--- src/rtl/codec_regctl_pkg.sv ---
package codec_regctl_pkg;
  localparam int WORD_W   = 32;
  localparam int NUM_REGS = 4;
  localparam int BE_W     = WORD_W / 8;

  typedef enum logic [1:0] {
    IDX_CMD   = 2'd0,
    IDX_CADDR = 2'd1,
    IDX_DOUT  = 2'd2,
    IDX_DIN   = 2'd3
  } reg_idx_e;

  localparam int CMD_START_BIT = 0;
  localparam int CMD_DIR_BIT   = 1;
endpackage

--- src/rtl/codec_regctl_regs.sv ---
module codec_regctl_regs
  import codec_regctl_pkg::*;
#(
  parameter int ADDR_W  = 6,
  parameter int CDATA_W = 16
) (
  input  logic              clk,
  input  logic              rst_n,
  input  logic              bus_sel,
  input  logic              bus_wr,
  input  logic [ADDR_W-1:0] bus_addr,
  input  logic [BE_W-1:0]   bus_be,
  input  logic [WORD_W-1:0] bus_wdata,
  output logic [WORD_W-1:0] bus_rdata,
  input  logic              din_load,
  input  logic [CDATA_W-1:0] din_value,
  output logic              cmd_stb,
  output logic [WORD_W-1:0] caddr_q,
  output logic [WORD_W-1:0] dout_q,
  output logic [WORD_W-1:0] din_q
);
  localparam int IDX_W = ADDR_W - 2;

  logic [IDX_W-1:0]  idx;
  logic              known, full_word, wr_hit, rd_hit;
  logic [WORD_W-1:0] regs_q [NUM_REGS];

  assign idx       = bus_addr[ADDR_W-1:2];
  assign known     = (idx < IDX_W'(NUM_REGS));
  assign full_word = (bus_be == {BE_W{1'b1}});
  assign wr_hit    = bus_sel && bus_wr && full_word && known;
  assign rd_hit    = bus_sel && !bus_wr && full_word && known;
  assign cmd_stb   = wr_hit && (idx[1:0] == IDX_CMD);

  for (genvar g = 0; g < NUM_REGS; g++) begin : g_reg
    always_ff @(posedge clk) begin
      if (!rst_n) begin
        regs_q[g] <= '0;
      end else if (g == int'(IDX_DIN) && din_load) begin
        regs_q[g] <= WORD_W'(din_value);
      end else if (wr_hit && idx[1:0] == 2'(g)) begin
        if (g == int'(IDX_CMD))
          regs_q[g] <= bus_wdata & ~(WORD_W'(1) << CMD_START_BIT);
        else
          regs_q[g] <= bus_wdata;
      end
    end
  end

  assign bus_rdata = rd_hit ? regs_q[idx[1:0]] : '0;
  assign caddr_q   = regs_q[IDX_CADDR];
  assign dout_q    = regs_q[IDX_DOUT];
  assign din_q     = regs_q[IDX_DIN];
endmodule

--- src/rtl/codec_regctl_seq.sv ---
module codec_regctl_seq (
  input  logic clk,
  input  logic rst_n,
  input  logic start_stb,
  input  logic start_dir,
  input  logic lnk_done,
  output logic lnk_req,
  output logic lnk_wr,
  output logic din_load,
  output logic irq_wr_done,
  output logic irq_rd_reply
);
  logic busy_q, dir_q, req_q, irq_w_q, irq_r_q;
  logic launch, finish;

  assign launch   = start_stb && !busy_q;
  assign finish   = busy_q && lnk_done;
  assign din_load = finish && !dir_q;

  always_ff @(posedge clk) begin
    if (!rst_n) begin
      busy_q  <= 1'b0;
      dir_q   <= 1'b0;
      req_q   <= 1'b0;
      irq_w_q <= 1'b0;
      irq_r_q <= 1'b0;
    end else begin
      req_q   <= launch;
      irq_w_q <= finish && dir_q;
      irq_r_q <= finish && !dir_q;
      if (launch) begin
        busy_q <= 1'b1;
        dir_q  <= start_dir;
      end else if (finish) begin
        busy_q <= 1'b0;
      end
    end
  end

  assign lnk_req      = req_q;
  assign lnk_wr       = dir_q;
  assign irq_wr_done  = irq_w_q;
  assign irq_rd_reply = irq_r_q;
endmodule

--- src/rtl/codec_regctl.sv ---
module codec_regctl
  import codec_regctl_pkg::*;
#(
  parameter int ADDR_W  = 6,
  parameter int CADDR_W = 7,
  parameter int CDATA_W = 16
) (
  input  logic               clk,
  input  logic               rst_n,
  input  logic               bus_sel,
  input  logic               bus_wr,
  input  logic [ADDR_W-1:0]  bus_addr,
  input  logic [3:0]         bus_be,
  input  logic [31:0]        bus_wdata,
  output logic [31:0]        bus_rdata,
  output logic               lnk_req,
  output logic               lnk_wr,
  output logic [CADDR_W-1:0] lnk_addr,
  output logic [CDATA_W-1:0] lnk_wdata,
  input  logic               lnk_done,
  input  logic [CDATA_W-1:0] lnk_rdata,
  output logic               irq_wr_done,
  output logic               irq_rd_reply
);
  logic              cmd_stb, din_load;
  logic [WORD_W-1:0] caddr_q, dout_q, din_q;

  codec_regctl_regs #(.ADDR_W(ADDR_W), .CDATA_W(CDATA_W)) u_regs (
    .clk(clk), .rst_n(rst_n),
    .bus_sel(bus_sel), .bus_wr(bus_wr), .bus_addr(bus_addr),
    .bus_be(bus_be), .bus_wdata(bus_wdata), .bus_rdata(bus_rdata),
    .din_load(din_load), .din_value(lnk_rdata),
    .cmd_stb(cmd_stb), .caddr_q(caddr_q), .dout_q(dout_q), .din_q(din_q)
  );

  codec_regctl_seq u_seq (
    .clk(clk), .rst_n(rst_n),
    .start_stb(cmd_stb && bus_wdata[CMD_START_BIT]),
    .start_dir(bus_wdata[CMD_DIR_BIT]),
    .lnk_done(lnk_done), .lnk_req(lnk_req), .lnk_wr(lnk_wr),
    .din_load(din_load), .irq_wr_done(irq_wr_done), .irq_rd_reply(irq_rd_reply)
  );

  assign lnk_addr  = caddr_q[CADDR_W-1:0];
  assign lnk_wdata = dout_q[CDATA_W-1:0];
endmodule

--- config.mk ---
export PLATFORM = sky130hd
export DESIGN_NAME = codec_regctl
export DESIGN_NICKNAME = d
export VERILOG_FILES = /design/src/rtl/codec_regctl_pkg.sv /design/src/rtl/codec_regctl_regs.sv /design/src/rtl/codec_regctl_seq.sv /design/src/rtl/codec_regctl.sv
export SDC_FILE = /design/constraint.sdc
export NUM_CORES = 1
export LEC_CHECK = 0
export BUFFER_PORTS_ARGS = -buffer_cell sky130_fd_sc_hd__buf_2
export CORE_ASPECT_RATIO = 0.9
export CORE_MARGIN = 3
export CORE_UTILIZATION = 56
export CTS_CLUSTER_SIZE = 25
export DETAILED_ROUTE_END_ITERATION = 12
export GPL_TIMING_DRIVEN = 1
export PLACE_DENSITY_LB_ADDON = 0.25
export SLEW_MARGIN = 20
export SYNTH_ARGS = -nofsm -noshare
export SYNTH_HDL_FRONTEND = slang
export SYNTH_SLANG_ARGS = --single-unit
--- constraint.sdc ---
create_clock -name clk -period 4.6 [get_ports clk]
set_input_delay 0.69 -clock clk [delete_from_list [all_inputs] [get_ports clk]]
set_output_delay 0.69 -clock clk [all_outputs]
set_load 0.02 [all_outputs]
After elaboration in Yosys (flattened, before gate mapping)
Memory sizes are Yosys's and may differ from the RTL's. Index checks and enable logic that the tools add are counted.

Register bits: 5. Bits in latches: 0. RAM bits: 128. Memory bits (read-only): 0. Input bits: 63. Output and inout bits: 59. Word-level logic and storage cells: 61. Memories: 1.

Add/subtract/negate cells: 0. $mul: 0. Divide/modulo/power cells: 0. Order comparisons: 1. Eq/ne operators: 4. Shift-type cells: 0. Mux-type cells: 25. Bitwise gates (word level): 5. Reduce and logical (&&, ||, !) cells: 20.

Memory list: u_regs.regs_q (depth 4, bits a word 32, read ports 3, clocked after memory_dff 0, write ports 4, line codec_regctl_regs.sv:26) `logic [WORD_W-1:0] regs_q [NUM_REGS];`.

Operators with widths (number): 2-to-1 mux 32 bit (6); 2-to-1 mux 1 bit (19); logical AND 1 bit (15); bitwise OR 1 bit (5); equality test 2 bit, second input constant (2); equality test 4 bit, second input constant (1); < comparator 4 x 3 -> 1 bit, second input constant (1); zero test 1 bit (3); equality test 2 x 1 -> 1 bit, second input constant (1); zero test 2 bit (1); nonzero test 2 bit (1).

Logic depth before layout (Yosys ltp)
Gate-level depths: netlist of run 1.

Word-level depth: 9. Mapped depth: 6. Mapped depth without buffers: 3.

By module
From an unflattened synthesis of run 1, not the netlist that was laid out.

Cells, all modules: 487. Area, all modules: 6318.6 um2.

Modules (own cells, without submodules): codec_regctl_regs (times used 1, cells each 470, area each 6139.6 um2, sequential area each 3813.7 um2); codec_regctl_seq (times used 1, cells each 16, area each 172.7 um2, sequential area each 100.1 um2); codec_regctl (times used 1, cells each 1, area each 6.3 um2, sequential area each 0.0 um2).

Worst setup path before layout of run 1
Ideal clock, no wire load.

Path type: input to register. Start point: input bus_addr[2]. End point: memory u_regs.regs_q[1][0], enable pin. Library setup time: 0.466 ns. Data arrival time: 3.411 ns. Required time: 4.134 ns. Setup slack: 0.723 ns. Cell stages on the path: 3. Buffers on the path: 1. Cell sequence: or2b_1 clkbuf_1 o21ai_0.

RTL lines: start: declaration (line codec_regctl.sv:12) `input logic [ADDR_W-1:0] bus_addr,`; end: declaration (line codec_regctl_regs.sv:26).

Final worst setup path of run 1
Start point: input bus_addr[2]. End point: output bus_rdata[15].

Cells in the longest elaborated chain, start to end: 3. Elaborated cells on any way between the ends: 4. Those cells by class: 1 x order compare; 1 x mux; 1 x reduce/logical; 1 x memory.

RTL lines: < comparator 4 x 3 -> 1 bit (line codec_regctl_regs.sv:29) `assign known = (idx < IDX_W'(NUM_REGS));`; logical AND 1 bit (line codec_regctl_regs.sv:32) `assign rd_hit = bus_sel && !bus_wr && full_word && known;`; 2-to-1 mux 32 bit * (line codec_regctl_regs.sv:50) `assign bus_rdata = rd_hit ? regs_q[idx[1:0]] : '0;`; end: declaration (line codec_regctl.sv:15) `output logic [31:0] bus_rdata,`.

Every way passes the cells marked *; elsewhere a longest branch is shown, timed or not.

==> results of run 1 <==
-- cell usage after synthesis, drive strengths merged, types with 2 or more instances --
cell type / count / area, sq um
edfxtp: 127 / 3814
nor3: 64 / 320.3
and2: 48 / 300.3
buf: 45 / 330.3
and3: 32 / 200.2
mux4: 31 / 698.2
nand2: 23 / 86.33
o21ai: 18 / 90.08
clkbuf: 17 / 63.81
inv: 17 / 63.81
nand3: 17 / 85.08
dfxtp: 5 / 100.1
nor4: 4 / 70.07
a21oi: 3 / 15.01
nand2b: 2 / 12.51
nand3b: 2 / 15.01
nand4: 2 / 12.51
nor4b: 2 / 23.77
-- cells by family (layout without fill, tap and decap cells) --
| kind of cell | after synthesis | count (layout) | share of synthesized area [%] |
|---|---|---|---|
| buffers and inverters | 79 | 181 | 7.151 |
| DFF | 132 | 132 | 61.12 |
| AOI/OAI and AO/OA | 22 | 22 | 1.758 |
| and+or+nand+nor | 204 | 204 | 18.74 |
| muxes | 33 | 33 | 11.23 |
| other | 0 | 2 | 0 |
-- area by class of cell --
class,instances,area [sq um]
flip-flops and latches,132,3914
fillers,820,3485
multi-input cells,259,2087
repair buffers,132,693.2
clock buffers,26,499.2
well taps,152,190.2
inverters,17,63.81
clock inverters,6,53.80
diodes,2,5.005
-- metrics by stage --
step,hold slack (ps),instances,power (mW),util [%]
after floorplan,475.2,470,1.549,-
after global placement,482.8,692,1.611,63.22
after detailed placement,493.4,692,1.618,63.22
after CTS,502.4,724,2.853,68.25
after global routing,549.3,725,2.928,68.27
final,503.4,726,2.839,68.29
-- critical path, stage by stage --
cell	delay, ps
buf_2	490
buf_4	480
mux4_2	560
and3_1	210
buf_2	160
-- how the worst min path moves through the flow --
stage / start / endpoint / slack [ps] / cells after the start
floorplan: u_seq.busy_q / u_seq.irq_wr_done / 480 / 2
global placement: u_seq.lnk_wr / u_seq.irq_wr_done / 480 / 2
detailed placement: u_seq.lnk_wr / u_seq.irq_wr_done / 490 / 2
CTS: u_seq.lnk_wr / u_seq.irq_wr_done / 500 / 2
global route: u_seq.lnk_wr / u_seq.irq_wr_done / 550 / 2
finish: u_seq.lnk_wr / u_seq.irq_wr_done / 500 / 2
-- power by group --
part	internal, mW	switching, mW	total, mW
sequential	1.37	0.0178	1.39
combinational	0.0838	0.122	0.206
clock	0.795	0.451	1.25
total	2.25	0.591	2.84
-- registers in the layout, indices dropped and copies added (netlist names) --
signal,count
u_seq.busy_q,1
u_seq.irq_rd_reply,1
u_seq.lnk_req,1
u_seq.irq_wr_done,1
u_seq.lnk_wr,1
u_regs.regs_q,127
-- layer usage --
metal,part of all wire (%),GRT usage (%)
met1,39,32.15
met2,50,41.66
met3,9.8,8.408
met4,1.7,8.768
met5,0.086,0
==> summary.txt, run 1 <==
Placement
  • Dpl ws: 1247 ps
  • Port bufs: 119
  • GPL Wtd Cong: 0.8077
  • DP Wirelength: 9246 um
  • Area after DPL: 6948 sq um

Run status
  • Status: completed

Logic synthesis
  • Cell variety after synth: 35
  • Synth Flop Type: edfxtp_1
  • Mapped Area: 6404 sq um
  • Syn_area_per_cell: 13.62 sq um
  • Syn_nets: 533
  • Post-synth EDFFs: 127
  • Sequential-to-total area share from yosys stat: 61.12%
  • Yosys warning count: 0
  • Cells after synthesis: 470
  • Synth Register Bits: 132
  • Ys async rst share: 0%

Clocking
  • Clk_lat worst skew: 410 ps
  • Clk slew on worst S/H paths: 50 ps
  • TritonCTS clock tree: yes
  • CTS Hold Bufs: 0
  • Post-CTS Repair Setup Buffers: 0
  • Clock sink total: 132
  • Max Root-Sink Buffers: 2
  • CTS resizes: 0
  • CTS root buf: clkbuf_16
  • H-tree depth: 4
  • TritonCTS Buffers: 17

Routing
  • DRC: 0
  • Pre-antenna DRT Iters: 5
  • Via count: 4268
  • Via/cell ratio: 5.879
  • Routed Antenna Nets: 0
  • Initial DRC Count: 374
  • Final wirelength: 15080 um
  • WL/cell: 20.78 um

Finish
  • Area growth from synthesis to layout: 17.21%
  • Nets: 622
  • Fin area: 7506 sq um
  • Share of layout cells above drive strength 1: 34.97%
  • Most frequent cells in the layout: edfxtp_1, buf_2, nor3_1
  • Commonest non-fill, non-tap cell in the layout: edfxtp_1

Hold path
  • Hold WC Path Type: reg -> reg

Critical path
  • Crit path launch: bus_addr[2]
  • Worst R2R Setup Slack: 2420 ps
  • R2r worst-path depth: 4
  • Startpoint Class: input pin
  • CP Capture Point: bus_rdata[15]
  • CP arrival: 2610 ps
  • Crit path required time: 3910 ps
  • Worst-path fanout max: 22
  • RR Startpoint: u_seq.lnk_wr
  • Crit path capture type: output pin
  • R2r endpoint: u_regs.regs_q[3][13]
  • Crit path kind: in -> out

STA
  • Worst rel slew slack: 35.70%
  • Final worst setup slack: 1298 ps
  • RSZ-0062 raised after global routing: no
  • Setup TNS: 0 ps
  • Clock skew: 8.151 ps
  • Max-slew violations: 0
  • Final Hold Vio Count: 0
  • Worst-Margin Slew: 964.5 ps
  • Fin crit share: 71.78%
  • Final min period: 3302 ps
  • Fmax: 0.3029 GHz
  • # setup viols final: 0

Pwr
  • Cell area power density: 378.3 nW/um^2
  • Leak: 2.904 nW
  • Worst IR drop on VDD: 0.2532 mV

Global route
  • Number of global-route vias before repair: 4530
  • First-pass GRT wire length: 24120 um
  • Total global routing overflow: 0
  • All-Layer GR Usage: 25.41%
  • Largest net degree at the start of global routing: 80
  • Initial antenna violation count: 2

Floorplan
  • Die Area: 12760 sq um
  • Top-Level Pins: 122
  • Initial core utilization: 58.27%
  • Site Rows: 36
  • Die span in x: 118.7 um
  • Core Region: 10990 sq um
  • Die H: 107.4 um

Job
  • Maxcap violations: 0
Power figures use the tool's default switching activity.
==> inputs of run 2 (changes only) <==
--- a/config.mk
+++ b/config.mk
@@ -5,10 +5,11 @@
 export SDC_FILE = /design/constraint.sdc
 export NUM_CORES = 1
 export LEC_CHECK = 0
+export ABC_AREA = 1
 export BUFFER_PORTS_ARGS = -buffer_cell sky130_fd_sc_hd__buf_2
 export CORE_ASPECT_RATIO = 0.9
 export CORE_MARGIN = 3
-export CORE_UTILIZATION = 56
+export CORE_UTILIZATION = 55
 export CTS_CLUSTER_SIZE = 25
 export DETAILED_ROUTE_END_ITERATION = 12
 export GPL_TIMING_DRIVEN = 1
==> constraint.sdc (replaced) <==
create_clock -name clk -period 3.2 [get_ports clk]
set_input_delay 0.48 -clock clk [delete_from_list [all_inputs] [get_ports clk]]
set_output_delay 0.48 -clock clk [all_outputs]
set_load 0.02 [all_outputs]
==> summary.txt, run 2 <==
Logic synthesis
  • Cells after synthesis: 509 (was 470)
  • Synth area leader: edfxtp_1 (unchanged)
  • Ys async rst share: 0% (unchanged)
  • Post-synth EDFFs: 127 (unchanged)
  • Synth Area in Simple Gates: 12.01% (was 18.74%)
  • Synth Register Bits: 132 (unchanged)
  • Yosys top cell area share: 63.86% (was 59.55%)
  • Mux cell area share after synthesis: 0% (was 11.23%)
  • Sequential-to-total area share from yosys stat: 65.54% (was 61.12%)
  • Synth Area in Adders: 0% (unchanged)
  • Syn_area_per_cell: 11.73 sq um (was 13.62 sq um)
  • Largest family of logic cells by synthesized area: compound AO/OA/AOI/OAI gates (was simple AND/OR/NAND/NOR gates)
  • Mapped Area: 5972 sq um (was 6404 sq um)
  • Cell variety after synth: 23 (was 35)
  • Synth Flop Type: edfxtp_1 (unchanged)
  • Yosys warning count: 0 (unchanged)
  • Synth Area in Compound Gates: 12.91% (was 1.758%)
  • Synth Area in XOR/XNOR: 0% (unchanged)
  • Post-synth top cells: edfxtp_1, nor2_1, a22oi_1 (was edfxtp_1, nor3_1, and2_1)
  • Syn_nets: 572 (was 533)
  • Synth area leaders: edfxtp_1, a22oi_1, nor2_1 (was edfxtp_1, mux4_2, nor3_1)
  • Top-count cell post-synth: edfxtp_1 (unchanged)

Global route
  • Total global routing overflow: 0 (unchanged)
  • Number of global-route vias before repair: 4429 (was 4530)
  • First-pass GRT wire length: 23150 um (was 24120 um)
  • All-Layer GR Usage: 25.29% (was 25.41%)
  • Largest net degree at the start of global routing: 35 (was 80)
  • Initial antenna violation count: 0 (was 2)

Floorplan
  • Die span in x: 115.8 um (was 118.7 um)
  • Top-Level Pins: 122 (unchanged)
  • Site Rows: 35 (was 36)
  • Die H: 104.9 um (was 107.4 um)
  • Initial core utilization: 57.30% (was 58.27%)
  • Core Region: 10420 sq um (was 10990 sq um)
  • Die Area: 12150 sq um (was 12760 sq um)

STA
  • Fmax: 0.3976 GHz
  • Fin crit share: 78.60%
  • Setup TNS: 0 ps (unchanged)
  • Clock skew: 4.491 ps (was 8.151 ps)
  • Final Hold Vio Count: 0 (unchanged)
  • Final min period: 2515 ps
  • Worst rel slew slack: 43.76% (was 35.70%)
  • Max-slew violations: 0 (unchanged)
  • Min Hold Slack: 342.6 ps (was 503.4 ps)
  • # setup viols final: 0 (unchanged)
  • RSZ-0062 raised after global routing: no (unchanged)
  • Worst-Margin Slew: 840.9 ps (was 964.5 ps)

Pwr
  • Power Internal: 3.547 mW (was 2.249 mW)
  • Worst IR drop on VDD: 0.5285 mV (was 0.2532 mV)
  • Logic gate share of total power: 5.6% (was 7.3%)
  • Cell area power density: 624.3 nW/um^2 (was 378.3 nW/um^2)
  • Sequential share of power: 44.6% (was 48.9%)
  • Clock power share: 49.8% (was 43.9%)
  • Total power draw: 4.470 mW (was 2.839 mW)
  • Switching Fraction: 20.65% (was 20.80%)
  • Switching power: 0.9229 mW (was 0.5906 mW)
  • Leak: 2.992 nW (was 2.904 nW)

Finish
  • Area growth from synthesis to layout: 19.88% (was 17.21%)
  • Share of layout cells above drive strength 1: 31.08% (was 34.97%)
  • Biggest register: u_regs.regs_q (unchanged)
  • Max reg flops: 127 (unchanged)
  • Commonest non-fill, non-tap cell in the layout: edfxtp_1 (unchanged)
  • Most frequent cells in the layout: edfxtp_1, buf_2, nor2_1 (was edfxtp_1, buf_2, nor3_1)
  • Util after Layout: 68.69% (was 68.29%)
  • Nets: 671 (was 622)
  • Ant. Diodes: 0 (was 2)
  • Post-route insts no fill: 750 (was 726)

Critical path
  • Worst-path fanout max: 21 (was 22)
  • Crit path required time: 2720 ps (was 3910 ps)
  • Critical path cell sequence: buf_2, nor2_4, buf_4, a22oi_1, a21oi_1, buf_2 (was buf_2, buf_4, mux4_2, and3_1, buf_2)
  • Crit path buf inv count: 3 (unchanged)
  • Top cell by count, worst path: buf_2 (unchanged)
  • CP max stage delay: 500 ps (was 560 ps)
  • Crit path capture type: output pin (unchanged)
  • Crit path kind: in -> out (unchanged)
  • CP max stage cell: nor2_4 (was mux4_2)
  • Startpoint Class: input pin (unchanged)
  • Top delay family on crit path: buffers and inverters (unchanged)
  • CP arrival: 2040 ps (was 2610 ps)

Routing
  • Routed Antenna Nets: 0 (unchanged)
  • DRC: 0 (unchanged)
  • Via count: 4331 (was 4268)
  • Final wirelength: 15000 um (was 15080 um)
  • Via/cell ratio: 5.775 (was 5.879)
  • Pre-antenna DRT Iters: 4 (was 5)
  • WL/cell: 19.99 um (was 20.78 um)
  • Initial DRC Count: 419 (was 374)

Clocking
  • CTS Hold Bufs: 0 (unchanged)
  • Clk slew on worst S/H paths: 60 ps (was 50 ps)
  • H-tree depth: 4 (unchanged)
  • TritonCTS Buffers: 17 (unchanged)
  • CTS resizes: 0 (unchanged)
  • Clk_lat worst skew: 410 ps (about the same)
  • CTS root buf: clkbuf_16 (unchanged)
  • Max Root-Sink Buffers: 2 (unchanged)
  • Post-CTS Repair Setup Buffers: 0 (unchanged)
  • Clock sink total: 132 (unchanged)
  • TritonCTS clock tree: yes (unchanged)

Job
  • Maxcap violations: 0 (unchanged)

Run status
  • Status: completed (unchanged)

Placement
  • DP Wirelength: 8490 um (was 9246 um)
  • Cells after DPL: 718 (was 692)
  • GPL Wtd Cong: 0.7339 (was 0.8077)
  • Port bufs: 119 (unchanged)

Hold path
  • Hold WC Path Type: in -> reg (was reg -> reg)
[run 2: changes by cell type after synthesis, moves of 30 or more]
cell,before,now
a21oi_1,3,33
a22oi_1,0,62
and2_1,48,0
and3_1,32,0
mux4_2,31,0
nor2_1,1,116
nor3_1,64,0
[run 2: layout make-up]
class                           count  area (sq um)
Multi-Input combinational cell    278          1495
Clock inverter                     13         229.0
Tap cell                          129         161.4
Fill cell                         782          3263
Timing Repair Buffer              132         730.7
Inverter                           47         176.4
Clock buffer                       19         452.9
Sequential cell                   132          3914
[run 2: per-stage QoR]
step | setup slack (ps) | instance area (sq um)
finish | 684.7 | 7159
global route | 570.8 | 7159
CTS | 659.9 | 7159
detailed placement | 719.4 | 6477
global placement | 721.4 | 6477
floorplan | 976.6 | 5972
[run 2: path summary, 6_finish.rpt]
| check | cells after the start | end | start | slack, ps |
|---|---|---|---|---|
| max | 6 | bus_rdata[28] | bus_addr[2] | 680 |
| max reg2reg | 6 | u_regs.regs_q[3][2] | u_seq.busy_q | 1430 |
| min | 3 | u_regs.regs_q[3][13] | lnk_rdata[13] | 340 |
| min reg2reg | 2 | u_seq.busy_q | u_seq.busy_q | 510 |
[run 2: power groups by stage]
stage	combinational (mW)	clock [mW]	sequential, mW
final	0.248	2.23	1.99
after global routing	0.271	2.30	2.00
after CTS	0.249	2.23	1.99
after detailed placement	0.246	0	2.03
after global placement	0.242	0	2.02
after floorplan	0.160	0	2.02
[run 2: kinds of logic (layout without fill, tap and decap cells)]
kind of cell / Yosys count / after routing
buffers and inverters: 99 / 211
DFF: 132 / 132
and+or+nand+nor: 165 / 165
AOI/OAI and AO/OA: 113 / 113
[run 2: per-layer routing]
layer / vias to the layer above / track usage (%) / wire, um
met4: 0 / 8.616 / 258
met2: 227 / 41.29 / 7513
li1: 1965 / - / -
met5: - / 0 / 0
met3: 24 / 7.064 / 1206
met1: 2115 / 32.52 / 6018
[run 2: worst min-delay path: cells and delay by family]
family	cells	cell delay, ps
compound gates	1	40
buf+inv	1	80
simple gates	1	50
==> inputs of run 3 (changes only) <==
--- a/config.mk
+++ b/config.mk
@@ -5,11 +5,11 @@
 export SDC_FILE = /design/constraint.sdc
 export NUM_CORES = 1
 export LEC_CHECK = 0
-export ABC_AREA = 1
+export ABC_AREA = 0
 export BUFFER_PORTS_ARGS = -buffer_cell sky130_fd_sc_hd__buf_2
 export CORE_ASPECT_RATIO = 0.9
 export CORE_MARGIN = 3
-export CORE_UTILIZATION = 55
+export CORE_UTILIZATION = 50
 export CTS_CLUSTER_SIZE = 25
 export DETAILED_ROUTE_END_ITERATION = 12
 export GPL_TIMING_DRIVEN = 1
==> constraint.sdc (replaced) <==
create_clock -name clk -period 2.3 [get_ports clk]
set_input_delay 0.345 -clock clk [delete_from_list [all_inputs] [get_ports clk]]
set_output_delay 0.345 -clock clk [all_outputs]
set_load 0.02 [all_outputs]
==> summary.txt, run 3 (synthesis results as in run 1) <==
STA
  • # setup viols final: 0 (unchanged)
  • Fin crit share: 88.14%
  • Setup TNS: 0 ps (unchanged)
  • Final Hold Vio Count: 0 (unchanged)
  • Final min period: 2027 ps
  • Max-slew violations: 0 (unchanged)
  • Fmax: 0.4933 GHz
  • Clock skew: 8.215 ps (was 4.491 ps)
  • Worst rel slew slack: 50.14% (was 43.76%)
  • Worst-Margin Slew: 747.4 ps (was 840.9 ps)
  • RSZ-0062 raised after global routing: no (unchanged)

Finish
  • Share of layout cells above drive strength 1: 36.12% (was 31.08%)
  • Most frequent cells in the layout: edfxtp_1, buf_2, nor3_1 (was edfxtp_1, buf_2, nor2_1)
  • Commonest non-fill, non-tap cell in the layout: edfxtp_1 (unchanged)
  • Area growth from synthesis to layout: 20.01% (was 19.88%)
  • Nets: 637 (was 671)
  • Max reg flops: 127 (unchanged)
  • Biggest register: u_regs.regs_q (unchanged)
  • Filler cells: 957 (was 782)
  • Ant. Diodes: 0 (unchanged)

Clocking
  • Clock sink total: 132 (unchanged)
  • TritonCTS clock tree: yes (unchanged)
  • Clk slew on worst S/H paths: 50 ps (was 60 ps)
  • CTS resizes: 0 (unchanged)
  • TritonCTS Buffers: 17 (unchanged)
  • H-tree depth: 4 (unchanged)
  • CTS root buf: clkbuf_16 (unchanged)
  • Post-CTS Repair Setup Buffers: 0 (unchanged)
  • CTS Hold Bufs: 0 (unchanged)
  • Max Root-Sink Buffers: 2 (unchanged)
  • Clk_lat worst skew: 410 ps (about the same)

Critical path
  • CP max stage cell: mux4_2 (was nor2_4)
  • Critical path cell sequence: mux4_2, and3_1, buf_2 (was buf_2, nor2_4, buf_4, a22oi_1, a21oi_1, buf_2)
  • CP arrival: 1680 ps (was 2040 ps)
  • Startpoint Class: flip-flop (was input pin)
  • Crit path buf inv count: 1 (was 3)
  • Crit path capture type: output pin (unchanged)
  • Worst R2R Setup Slack: 730 ps (was 1430 ps)
  • Crit path kind: reg -> out (was in -> out)
  • Crit path required time: 1960 ps (was 2720 ps)
  • CP max stage delay: 480 ps (was 500 ps)
  • Worst-path fanout max: 2 (was 21)
  • Top delay family on crit path: multiplexers (was buffers and inverters)

Routing
  • Met1 Routed Length: 6249 um (was 6018 um)
  • Pre-antenna DRT Iters: 4 (unchanged)
  • Via/cell ratio: 5.853 (was 5.775)
  • Top layer in use: met5 (was met4)
  • Met3 Wirelength: 1254 um (was 1206 um)
  • WL/cell: 20.91 um (was 19.99 um)
  • Final wirelength: 15620 um (was 15000 um)
  • Initial DRC Count: 361 (was 419)
  • Routed Antenna Nets: 0 (unchanged)
  • WL met2: 7745 um (was 7513 um)
  • Via count: 4372 (was 4331)
  • DRC: 0 (unchanged)

Global route
  • Number of global-route vias before repair: 4544 (was 4429)
  • Total global routing overflow: 0 (unchanged)
  • All-Layer GR Usage: 22.83% (was 25.29%)
  • Initial antenna violation count: 1 (was 0)
  • Largest net degree at the start of global routing: 80 (was 35)
  • First-pass GRT wire length: 24670 um (was 23150 um)

Floorplan
  • Top-Level Pins: 122 (unchanged)
  • Site Rows: 38 (was 35)
  • Die H: 113.4 um (was 104.9 um)
  • Core Region: 12270 sq um (was 10420 sq um)
  • Die Area: 14200 sq um (was 12150 sq um)
  • Die span in x: 125.3 um (was 115.8 um)
  • Initial core utilization: 52.20% (was 57.30%)

Pwr
  • Worst IR drop on VDD: 0.5047 mV (was 0.5285 mV)
  • Leak: 2.995 nW (was 2.992 nW)
  • Cell area power density: 742.8 nW/um^2 (was 624.3 nW/um^2)
  • Total power draw: 5.708 mW (was 4.470 mW)

Placement
  • Port bufs: 119 (unchanged)
  • DP Wirelength: 9959 um (was 8490 um)
  • GPL Wtd Cong: 0.8069 (was 0.7339)

Job
  • Maxcap violations: 0 (unchanged)

Run status
  • Status: completed (unchanged)

Hold path
  • Hold WC Path Type: in -> reg (unchanged)
-- run 3: cell types whose count changed in the layout (fill, tap and decap cells not counted), sizes merged, moves of 5 or more --
cell,previous run,this run
a21oi,33,3
a22oi,62,0
and2,0,48
and3,0,32
buf,132,147
clkbuf,19,24
inv,47,17
mux4,0,31
nand2,37,23
nand3,5,17
nor2,120,1
nor3,1,64
-- run 3: power breakdown --
part           switching [mW]  internal, mW
clock network           0.913          1.58
registers              0.0358          2.74
logic                   0.252         0.190
-- run 3: final timing paths --
check                      startpoint              endpoint  depth (start not counted)
setup / recovery  u_regs.regs_q[1][1]          bus_rdata[1]                          3
hold / removal           lnk_rdata[2]   u_regs.regs_q[3][2]                          3
setup reg to reg         u_seq.busy_q  u_regs.regs_q[3][12]                          3
hold reg to reg          u_seq.lnk_wr          u_seq.lnk_wr                          2
-- run 3: final cells by class --
class                      instances  area [sq um]  share of cell area [%]
tap                              160         200.2                   2.605
timing repair buffer             147         880.8                   11.46
multi-input combinational        259          2087                   27.16
clock buffer                      24         451.7                   5.878
sequential                       132          3915                   50.94
clock inverter                     8         86.33                   1.123
inverter                          17         63.81                  0.8303
-- run 3: metrics by stage --
stage / cells / cell area [sq um] / setup WS [ps] / hold WS (ps) / util (%)
2_1_floorplan: 470 / 6430 / -675.6 / 473.2 / -
3_3_place_gp: 715 / 7147 / 267.2 / 498.5 / 58.26
3_5_place_dp: 715 / 7147 / 250.2 / 516.3 / 58.26
4_1_cts: 747 / 7685 / 259.9 / 209.4 / 62.65
5_1_grt: 747 / 7685 / 224.2 / 222.0 / 62.65
6_report: 747 / 7685 / 272.9 / 218.6 / 62.65
-- run 3: tightest hold or removal path, cell delays in order --
cell	delay, ps
buf_2	80
nand2_1	40
o21ai_0	60
-- run 3: per-layer routing --
layer	GRT usage, %	vias to the layer above
li1	-	1952
met1	29.60	2167
met2	36.98	218
met3	6.324	33
met4	9.032	2
met5	0	-
